--- src/rtl/mau_pkg.sv ---
package mau_pkg;

  localparam int DATA_W     = 32;
  localparam int WORD_BYTES = DATA_W / 8;
  localparam int OFF_W      = $clog2(WORD_BYTES);

  typedef enum logic [2:0] {
    ST_IDLE,
    ST_FIRST,
    ST_SECOND,
    ST_DONE,
    ST_TRAP
  } mau_state_e;

  // number of bytes touched by a size code
  function automatic logic [2:0] size_bytes(input logic [1:0] sz);
    case (sz)
      2'd0:    size_bytes = 3'd1;
      2'd1:    size_bytes = 3'd2;
      default: size_bytes = 3'd4;
    endcase
  endfunction

  // natural alignment test on the low address bits
  function automatic logic is_aligned(input logic [OFF_W-1:0] off, input logic [1:0] sz);
    case (sz)
      2'd0:    is_aligned = 1'b1;
      2'd1:    is_aligned = (off[0] == 1'b0);
      default: is_aligned = (off == '0);
    endcase
  endfunction

  // lanes touched across two consecutive words, lower word in bits 3:0
  function automatic logic [2*WORD_BYTES-1:0] lane_mask(input logic [OFF_W-1:0] off,
                                                        input logic [1:0] sz);
    logic [2*WORD_BYTES-1:0] base;
    case (sz)
      2'd0:    base = 8'b0000_0001;
      2'd1:    base = 8'b0000_0011;
      default: base = 8'b0000_1111;
    endcase
    lane_mask = base << off;
  endfunction

  // store data placed on the lanes of two consecutive words
  function automatic logic [2*DATA_W-1:0] place_wdata(input logic [DATA_W-1:0] wd,
                                                      input logic [OFF_W-1:0] off);
    logic [2*DATA_W-1:0] wide;
    wide = {{DATA_W{1'b0}}, wd};
    place_wdata = wide << {off, 3'b000};
  endfunction

  // pick the addressed bytes out of two words and extend them
  function automatic logic [DATA_W-1:0] gather_rdata(input logic [DATA_W-1:0] lo,
                                                     input logic [DATA_W-1:0] hi,
                                                     input logic [OFF_W-1:0] off,
                                                     input logic [1:0] sz,
                                                     input logic sgn);
    logic [2*DATA_W-1:0] wide;
    logic [DATA_W-1:0]   raw;
    wide = {hi, lo} >> {off, 3'b000};
    raw  = wide[DATA_W-1:0];
    case (sz)
      2'd0:    gather_rdata = sgn ? {{(DATA_W-8){raw[7]}}, raw[7:0]}
                                  : {{(DATA_W-8){1'b0}}, raw[7:0]};
      2'd1:    gather_rdata = sgn ? {{(DATA_W-16){raw[15]}}, raw[15:0]}
                                  : {{(DATA_W-16){1'b0}}, raw[15:0]};
      default: gather_rdata = raw;
    endcase
  endfunction

endpackage

--- src/rtl/mau_lane_plan.sv ---
module mau_lane_plan
  import mau_pkg::*;
(
  input  logic [OFF_W-1:0]      off,
  input  logic [1:0]            size,
  input  logic [DATA_W-1:0]     wdata,
  output logic                  aligned,
  output logic                  crosses,
  output logic [WORD_BYTES-1:0] be_first,
  output logic [WORD_BYTES-1:0] be_second,
  output logic [DATA_W-1:0]     wd_first,
  output logic [DATA_W-1:0]     wd_second
);

  logic [2*WORD_BYTES-1:0] lanes;
  logic [2*DATA_W-1:0]     placed;

  always_comb begin
    lanes     = lane_mask(off, size);
    placed    = place_wdata(wdata, off);
    aligned   = is_aligned(off, size);
    be_first  = lanes[WORD_BYTES-1:0];
    be_second = lanes[2*WORD_BYTES-1:WORD_BYTES];
    crosses   = |be_second;
    wd_first  = placed[DATA_W-1:0];
    wd_second = placed[2*DATA_W-1:DATA_W];
  end

endmodule

--- src/rtl/mau_read_merge.sv ---
module mau_read_merge
  import mau_pkg::*;
(
  input  logic [DATA_W-1:0] lo_word,
  input  logic [DATA_W-1:0] hi_word,
  input  logic [OFF_W-1:0]  off,
  input  logic [1:0]        size,
  input  logic              sgn,
  output logic [DATA_W-1:0] result
);

  always_comb result = gather_rdata(lo_word, hi_word, off, size, sgn);

endmodule

--- src/rtl/misalign_access_unit.sv ---
module misalign_access_unit
  import mau_pkg::*;
#(
  parameter int ADDR_W = 32
) (
  input  logic                  clk,
  input  logic                  rst_n,
  input  logic                  strict_mode,
  input  logic                  req_valid,
  output logic                  req_ready,
  input  logic                  req_write,
  input  logic [1:0]            req_size,
  input  logic                  req_signed,
  input  logic [ADDR_W-1:0]     req_addr,
  input  logic [DATA_W-1:0]     req_wdata,
  output logic                  resp_done,
  output logic [DATA_W-1:0]     resp_rdata,
  output logic                  trap_pulse,
  output logic [ADDR_W-1:0]     trap_addr,
  output logic                  busy,
  output logic                  mem_req,
  output logic                  mem_we,
  output logic [ADDR_W-1:0]     mem_addr,
  output logic [WORD_BYTES-1:0] mem_be,
  output logic [DATA_W-1:0]     mem_wdata,
  input  logic                  mem_ack,
  input  logic [DATA_W-1:0]     mem_rdata
);

  localparam logic [ADDR_W-1:0] WORD_STEP = ADDR_W'(WORD_BYTES);

  mau_state_e st_q, st_d;

  logic [ADDR_W-1:0] addr_q;
  logic [1:0]        size_q;
  logic              sgn_q;
  logic              we_q;
  logic              strict_q;
  logic [DATA_W-1:0] wd_q;
  logic [DATA_W-1:0] lo_q;
  logic [DATA_W-1:0] rdata_q;

  // named events for assertions
  logic acc_fire;
  logic aligned_in;
  logic txn_fire;
  logic first_fire;
  logic second_fire;
  logic in_second;

  logic                  aligned_q;
  logic                  split_q;
  logic [WORD_BYTES-1:0] be_first, be_second;
  logic [DATA_W-1:0]     wd_first, wd_second;
  logic [DATA_W-1:0]     merge_lo, merge_hi, merged;
  logic [ADDR_W-1:0]     base_addr;

  mau_lane_plan u_plan (
    .off       (addr_q[OFF_W-1:0]),
    .size      (size_q),
    .wdata     (wd_q),
    .aligned   (aligned_q),
    .crosses   (split_q),
    .be_first  (be_first),
    .be_second (be_second),
    .wd_first  (wd_first),
    .wd_second (wd_second)
  );

  assign merge_lo = (st_q == ST_FIRST)  ? mem_rdata : lo_q;
  assign merge_hi = (st_q == ST_SECOND) ? mem_rdata : '0;

  mau_read_merge u_merge (
    .lo_word (merge_lo),
    .hi_word (merge_hi),
    .off     (addr_q[OFF_W-1:0]),
    .size    (size_q),
    .sgn     (sgn_q),
    .result  (merged)
  );

  assign req_ready   = (st_q == ST_IDLE);
  assign acc_fire    = req_valid && req_ready;
  assign aligned_in  = is_aligned(req_addr[OFF_W-1:0], req_size);
  assign txn_fire    = mem_req && mem_ack;
  assign first_fire  = txn_fire && (st_q == ST_FIRST);
  assign second_fire = txn_fire && (st_q == ST_SECOND);
  assign in_second   = (st_q == ST_SECOND);
  assign base_addr   = {addr_q[ADDR_W-1:OFF_W], {OFF_W{1'b0}}};

  always_comb begin
    st_d = st_q;
    case (st_q)
      ST_IDLE:   if (acc_fire) st_d = (strict_mode && !aligned_in) ? ST_TRAP : ST_FIRST;
      ST_FIRST:  if (mem_ack) st_d = split_q ? ST_SECOND : ST_DONE;
      ST_SECOND: if (mem_ack) st_d = ST_DONE;
      ST_DONE:   st_d = ST_IDLE;
      ST_TRAP:   st_d = ST_IDLE;
      default:   st_d = ST_IDLE;
    endcase
  end

  always_ff @(posedge clk) begin
    if (!rst_n) begin
      st_q     <= ST_IDLE;
      addr_q   <= '0;
      size_q   <= '0;
      sgn_q    <= 1'b0;
      we_q     <= 1'b0;
      strict_q <= 1'b0;
      wd_q     <= '0;
      lo_q     <= '0;
      rdata_q  <= '0;
    end else begin
      st_q <= st_d;
      if (acc_fire) begin
        addr_q   <= req_addr;
        size_q   <= req_size;
        sgn_q    <= req_signed;
        we_q     <= req_write;
        strict_q <= strict_mode;
        wd_q     <= req_wdata;
      end
      if (first_fire) lo_q <= mem_rdata;
      if ((first_fire && !split_q) || second_fire)
        rdata_q <= we_q ? '0 : merged;
    end
  end

  always_comb begin
    mem_req   = 1'b0;
    mem_we    = we_q;
    mem_addr  = base_addr;
    mem_be    = be_first;
    mem_wdata = wd_first;
    if (st_q == ST_FIRST) begin
      mem_req = 1'b1;
    end else if (st_q == ST_SECOND) begin
      mem_req   = 1'b1;
      mem_addr  = base_addr + WORD_STEP;
      mem_be    = be_second;
      mem_wdata = wd_second;
    end
  end

  assign busy       = (st_q != ST_IDLE);
  assign resp_done  = (st_q == ST_DONE);
  assign resp_rdata = rdata_q;
  assign trap_pulse = (st_q == ST_TRAP);
  assign trap_addr  = addr_q;

  AST_ALIGNED_ONE_TXN: assert property (@(posedge clk) disable iff (!rst_n)
    first_fire && aligned_q |=> resp_done) else $error("aligned access took a second transaction");
  AST_SPLIT_KEEPS_BUSY: assert property (@(posedge clk) disable iff (!rst_n)
    first_fire && split_q |=> busy && mem_req) else $error("split lost its second half");
  AST_BE_NONZERO: assert property (@(posedge clk) disable iff (!rst_n)
    mem_req |-> mem_be != '0) else $error("transaction with no lanes");
  AST_TRAP_NO_MEM: assert property (@(posedge clk) disable iff (!rst_n)
    trap_pulse |-> !mem_req && !resp_done) else $error("memory touched on trap");
  AST_TRAP_ONE_CYCLE: assert property (@(posedge clk) disable iff (!rst_n)
    trap_pulse |=> !trap_pulse) else $error("trap longer than one cycle");
  AST_DONE_ONE_CYCLE: assert property (@(posedge clk) disable iff (!rst_n)
    resp_done |=> !resp_done) else $error("done longer than one cycle");
  AST_MEM_HOLD: assert property (@(posedge clk) disable iff (!rst_n)
    mem_req && !mem_ack |=> mem_req && $stable(mem_addr) && $stable(mem_be)) else $error("request dropped before ack");
  AST_STRICT_NO_SPLIT: assert property (@(posedge clk) disable iff (!rst_n)
    in_second |-> !strict_q) else $error("strict policy split an access");

endmodule

--- config.mk ---
export PLATFORM = sky130hd
export DESIGN_NAME = misalign_access_unit
export DESIGN_NICKNAME = d
export VERILOG_FILES = /design/src/rtl/mau_pkg.sv /design/src/rtl/mau_lane_plan.sv /design/src/rtl/mau_read_merge.sv /design/src/rtl/misalign_access_unit.sv
export SDC_FILE = /design/constraint.sdc
export NUM_CORES = 1
export LEC_CHECK = 0
export BUFFER_PORTS_ARGS = -buffer_cell sky130_fd_sc_hd__buf_4
export CELL_PAD_IN_SITES_DETAIL_PLACEMENT = 0
export CELL_PAD_IN_SITES_GLOBAL_PLACEMENT = 1
export CORE_MARGIN = 2
export CORE_UTILIZATION = 37
export CTS_BUF_LIST = sky130_fd_sc_hd__clkbuf_16
export CTS_CLUSTER_SIZE = 40
export DETAILED_ROUTE_END_ITERATION = 7
export HOLD_SLACK_MARGIN = 0.12
export PLACE_DENSITY_LB_ADDON = 0.1
export SLEW_MARGIN = 40
export SYNTH_ARGS = -nofsm -noshare
export SYNTH_HDL_FRONTEND = slang
export SYNTH_SLANG_ARGS = --single-unit
--- constraint.sdc ---
create_clock -name clk -period 2.7 [get_ports clk]
set_input_delay 0.54 -clock clk [delete_from_list [all_inputs] [get_ports clk]]
set_output_delay 0.54 -clock clk [all_outputs]
set_load 0.02 [all_outputs]
**After elaboration in Yosys (flattened, before gate mapping)**

Index checks and enable logic that the tools add are counted.

- Add/sub/neg operators: 1
- $mul: 0
- Divide/modulo/power cells: 0
- $lt $le $gt $ge: 0
- Equal/unequal tests: 9
- Shift-type cells: 3
- Multiplexer cells: 22
- Bitwise gates (word level): 1
- Reductions and logical operators: 16

Operator list:

| kind | number |
|---|---|
| $mux W32 | 9 |
| $pmux W32 S2 | 1 |
| $shl A32 B5 Y64 | 1 |
| $shr A64 B5 Y32 | 1 |
| $add A32 B3 Y32 const B | 1 |
| $mux W3 | 4 |
| $pmux W3 S3 | 1 |
| $mux W4 | 2 |
| $pmux W4 S2 | 1 |
| $shl A4 B2 Y8 | 1 |
| $eq A3 B2 Y1 const B | 2 |
| $logic_and A1 B1 Y1 | 6 |
| $logic_not A2 Y1 | 3 |
| $eq A2 B1 Y1 const B | 2 |
| $ne A2 B2 Y1 const B | 2 |
| $reduce_or A4 Y1 | 1 |
| $eq A3 B1 Y1 const B | 1 |
| $eq A3 B3 Y1 const B | 1 |
| $logic_not A3 Y1 | 1 |
| $mux W1 | 3 |
| $reduce_and A3 Y1 | 1 |
| $reduce_bool A3 Y1 | 1 |
| $logic_not A1 Y1 | 2 |
| $ne A2 B1 Y1 const B | 1 |
| 3 further kinds | 3 |

- Register bits: 135
- Latch bits: 0
- Memory bits (writable): 0
- Bits in read-only memories: 0
- Output and inout port bits: 138
- Word-level logic and storage cells: 60
- Memories kept: 0

**Logic depth before layout (Yosys ltp)**

- Word-level depth: 7
- Mapped depth: 9

**Hierarchy**

From an unflattened synthesis, not the netlist that was laid out.

- Cells, all modules: 1173
- Area, all modules: 8536.9 sq um

By module, submodules not included:

| module | times used | cells an instance | area an instance (sq um) |
|---|---|---|---|
| misalign_access_unit | 1 | 954 | 6526.3 |
| mau_read_merge | 1 | 100 | 1103.6 |
| mau_lane_plan | 1 | 119 | 907.1 |

**Worst setup path after synthesis**

No wires, ideal clock.

- Kind: register -> output
- Start point: reg addr_q[0], in the netlist trap_addr[0]
- End point: out mem_wdata[23]
- Data arrival time: 2.048 ns
- Required time: 2.160 ns
- Setup slack: 0.112 ns
- Stages on the path, launching flop included: 7
- Path buffers: 4
- Cell sequence: dfxtp_1 buf_2 buf_1 buf_2 buf_1 a31oi_1 a21oi_1

- Longest elaborated chain between the ends: 3

RTL lines:

| item | line | RTL |
|---|---|---|
| from (decl) | misalign_access_unit.sv:34 | `logic [ADDR_W-1:0] addr_q;` |
| from (signal assigned) | misalign_access_unit.sv:117 | `addr_q <= req_addr;` |
| $shl A32 B5 Y64 * | mau_pkg.sv:50 | `place_wdata = wide << {off, 3'b000};` |
| $mux W32 | misalign_access_unit.sv:138 | `end else if (st_q == ST_SECOND) begin` |
| $mux W32 * | misalign_access_unit.sv:136 | `if (st_q == ST_FIRST) begin` |
| to (decl) | misalign_access_unit.sv:25 | `output logic [DATA_W-1:0] mem_wdata,` |

Every way passes the cells marked *; elsewhere a longest branch is shown, timed or not.

**Worst setup path after layout**

- Start point: reg st_q[1]
- End point: out mem_addr[29]

- Longest elaborated chain between the ends: 3

RTL lines:

| item | line | RTL |
|---|---|---|
| from (decl) | misalign_access_unit.sv:32 | `mau_state_e st_q, st_d;` |
| from (signal assigned) | misalign_access_unit.sv:115 | `st_q <= st_d;` |
| $eq A3 B2 Y1 | misalign_access_unit.sv:138 |  |
| $mux W32 | misalign_access_unit.sv:138 |  |
| $mux W32 * | misalign_access_unit.sv:136 |  |
| to (decl) | misalign_access_unit.sv:23 | `output logic [ADDR_W-1:0] mem_addr,` |

Marks and branches as above.

==> metrics.md <==
| Metric | Value |
|---|---|
| Post-DRT Antenna Nets | 0 |
| Number of diodes | 0 |
| Synth area leaders | dfxtp_1, nand2_1, a21oi_1 |
| Clk root buf | clkbuf_16 |
| H-tree depth | 4 |
| Final-layout fill cell count | 1993 |
| FFs w/ async S/R, synth | 0% |
| Final setup violation count | 0 |
| Row cnt | between 50 and 60 |
| Area delta synth->final | 41.3% |
| First-pass GRT wire length | 40.4 mm |
| Clock Path Buffers | 2 |
| Core Footprint | 20000 sq um |
| Final nets | 1297 |
| Gr ovfl total | 0 |
| Critical path capture point type | primary output |
| Peak VDD IR | 428 uV |
| Final core occ | 52.8% |
| Fmax | between 300 and 400 MHz |
| Fin. Hold Viols | 0 |
| Share of cells above drive strength 1 | between 30% and 40% |
| CTS tree | built |
| Largest net degree at the start of global routing | approximately 80 |
| Rel. slew slack | 47.3% |
| Flop-to-flop setup slack | approximately 0.32 ns |
| Vias in the first global route | 7270 |
| Setup tns final | 0 ns |
| #FFs+latches synth | approximately 140 |
| Place WS | 0.141 ns |
| Pwr dens | ~610 nW/um^2 |
| Reg2Reg Depth | 7 |
| Most common cell after layout, fill and taps aside | nand2_1 |
| Via/cell ratio | 5.20 |
| Critical-path cell list | nor3b_4 -> buf_6 -> and3_4 -> and3_4 -> nand4_1 -> xnor2_1 -> buf_4 |
| YS warnings | 0 |
| Crit Path Class | flip-flop to primary output |
| Worst skew pair latency | 0.42 ns |
| Power Total | roughly 6.4 mW |
| Initial DRT Pass Iterations | 5 |
| Top delay family on crit path | simple AND/OR/NAND/NOR gates |
| R2r endpoint | resp_rdata[28] |
| Synth top area share | between 30 and 40% |
| Via count | approximately 7.7k |
| Hold Crit Class | primary input to flip-flop |
| Area leader, netlist | dfxtp_1 |
| Critical Path Fanout Max | 6 |
| CP max stage delay | 0.37 ns |
| Worst path buffer plus inverter count | 2 |
| Final WS setup | 0.0723 ns |
| Total die area | approximately 21000 sq um |
| # IOs | 243 |
| Commonest non-fill, non-tap cells in the layout | nand2_1, buf_4, dfxtp_1 |
| CTS sink count | 135 |
| Hold Crit Start | req_addr[7] |
| Cells after Synth | roughly 960 |
| EDFF count, synth | 0 |
| R2R Path Start | st_q[2] |
| DP HPWL | 18.2 mm |
| Die Ht | 146 microns |
| Netlist Area Pre-Place | around 7500 sq um |
| Hold path depth | 3 |
| Yosys cell types | 55 |
| Status | completed |
| RSZ-0062 raised after global routing | true |
| DRC viols | 0 |
| Clock Pin Slew Worst Setup and Hold Paths | about 0.06 ns |
| Min cycle time layout | around 2.6 ns |
| Main synth FF type | dfxtp_1 |
| Slew Limit Fails | 0 |
| MaxCap Viol Count | 0 |
| Syn Area/Cell | 7.79 sq um |
| I/O Buffers | 240 |
| GPL Wtd Cong | 0.871 |
| Worst path arrival time | roughly 2.1 ns |
| Fin crit share | 97.3% |
| Worst slew pin tran | 0.790 ns |
| Hold Path End | trap_addr[7] |
| Sequential area share after synthesis | 36.1% |
| Data required time at the worst endpoint | roughly 2.2 ns |
| Layout Skew | 0.00830 ns |
| Most used cell, CP | and3_4 |
| CTS Buf Count | 17 |
| Die W | 146 microns |
| Startpoint Class | flip-flop |
| Antenna violations before repair | 0 |
| Iter 0 DRT Violations | 340 |
| Starting Density | between 30% and 40% |
| Routed len/inst | 17.5 microns |
| Static Leak | 4.48 nW |
| Gr usage total | roughly a quarter |
| Slowest cell on the critical path | dfxtp_4 |
| Routed Wire Length | 25.7 mm |
==> report_power, final <==
group          internal (mW)  switching, mW  total (mW)
registers               2.10          0.125        2.23
clock network           1.74          0.937        2.68
logic                  0.678          0.848        1.53
==> worst reg2reg max path, delay by kind of cell, from the launching register on <==
kind	cells	cell delay [ns]
buffers and inverters	2	0.39
flip-flops	1	0.35
AO/OA/AOI/OAI	2	0.48
multiplexers	1	0.32
AND/OR/NAND/NOR	2	0.72
==> synthesized netlist by cell type, drive strengths merged (2+ instances only) <==
cell	count
nand2	284
dfxtp	135
a21oi	113
clkbuf	59
mux2i	46
o21ai	41
nand3	36
nor2	27
xnor2	25
mux4	22
buf	21
and3	16
or3	16
a22oi	15
inv	11
a211o	9
nand4	9
o211ai	9
o22ai	8
mux2	7
o31a	7
xor2	5
nor3	4
nor3b	4
and2	3
and4	3
nor4	3
a221oi	2
a31oi	2
and3b	2
nand2b	2
or3b	2
==> through the flow <==
step                      std cells  hold slack [ns]  cell area, sq um
after floorplan                 963            0.433              7490
after global placement         1428            0.442              9640
after detailed placement       1428            0.447              9650
after CTS                      1466            0.347             10400
after global routing           1474            0.350             10600
final                          1474            0.359             10600
==> flip-flops by register name, summed over array words and instances (netlist names) <==
register	count
lo_q	32
resp_rdata	32
trap_addr	32
wd_q	32
st_q	3
size_q	2
mem_we	1
sgn_q	1
==> worst max path at each step <==
stage,startpoint,endpoint,slack [ns],depth (start not counted)
2_1_floorplan,trap_addr[0],mem_wdata[23],0.11,6
3_3_place_gp,st_q[1],mem_wdata[18],0.18,6
3_5_place_dp,st_q[1],mem_wdata[18],0.14,6
4_1_cts,st_q[1],mem_addr[31],0.003,7
5_1_grt,st_q[1],mem_addr[30],-0.05,7
6_report,st_q[1],mem_addr[29],0.07,7
==> logic make-up after synthesis <==
family / share of synthesized area, %
other: 0.0501
muxes: 14.0
DFF: 36.1
xor gates and xnor gates: 3.51
adders and majority gates: 0.167
buffers and inverters: 5.15
and+or+nand+nor: 24.4
AOI/OAI and AO/OA: 16.7
==> layout make-up <==
type	instances	area (sq um)	area share, %
clock buffers	17	425	4.02
clock inverters	15	249	2.35
inverters	11	42.5	0.402
multi-input cells	737	4560	43.1
flip-flops and latches	135	2720	25.7
well taps	270	338	3.19
repair buffers	289	2250	21.2
==> metal layers <==
layer	vias up	track usage [%]	part of all wire (%)
met2	267	37.4	45
met3	21	6.91	7.8
met1	3573	32.5	45
met5	-	0	0
met4	0	5.29	1.4
li1	3804	-	-
==> what timing repair did <==
item | 4_1_cts | 5_1_grt
buffers inserted | 6 | 8
hold buffers | 0 | 0
pin swaps | 5 | 9
endpoints found under the hold margin | 0 | 0
resized for setup | 21 | 27
setup endpoints to repair | 50 | 30
No activity file was read; power rests on OpenSTA's default activity.
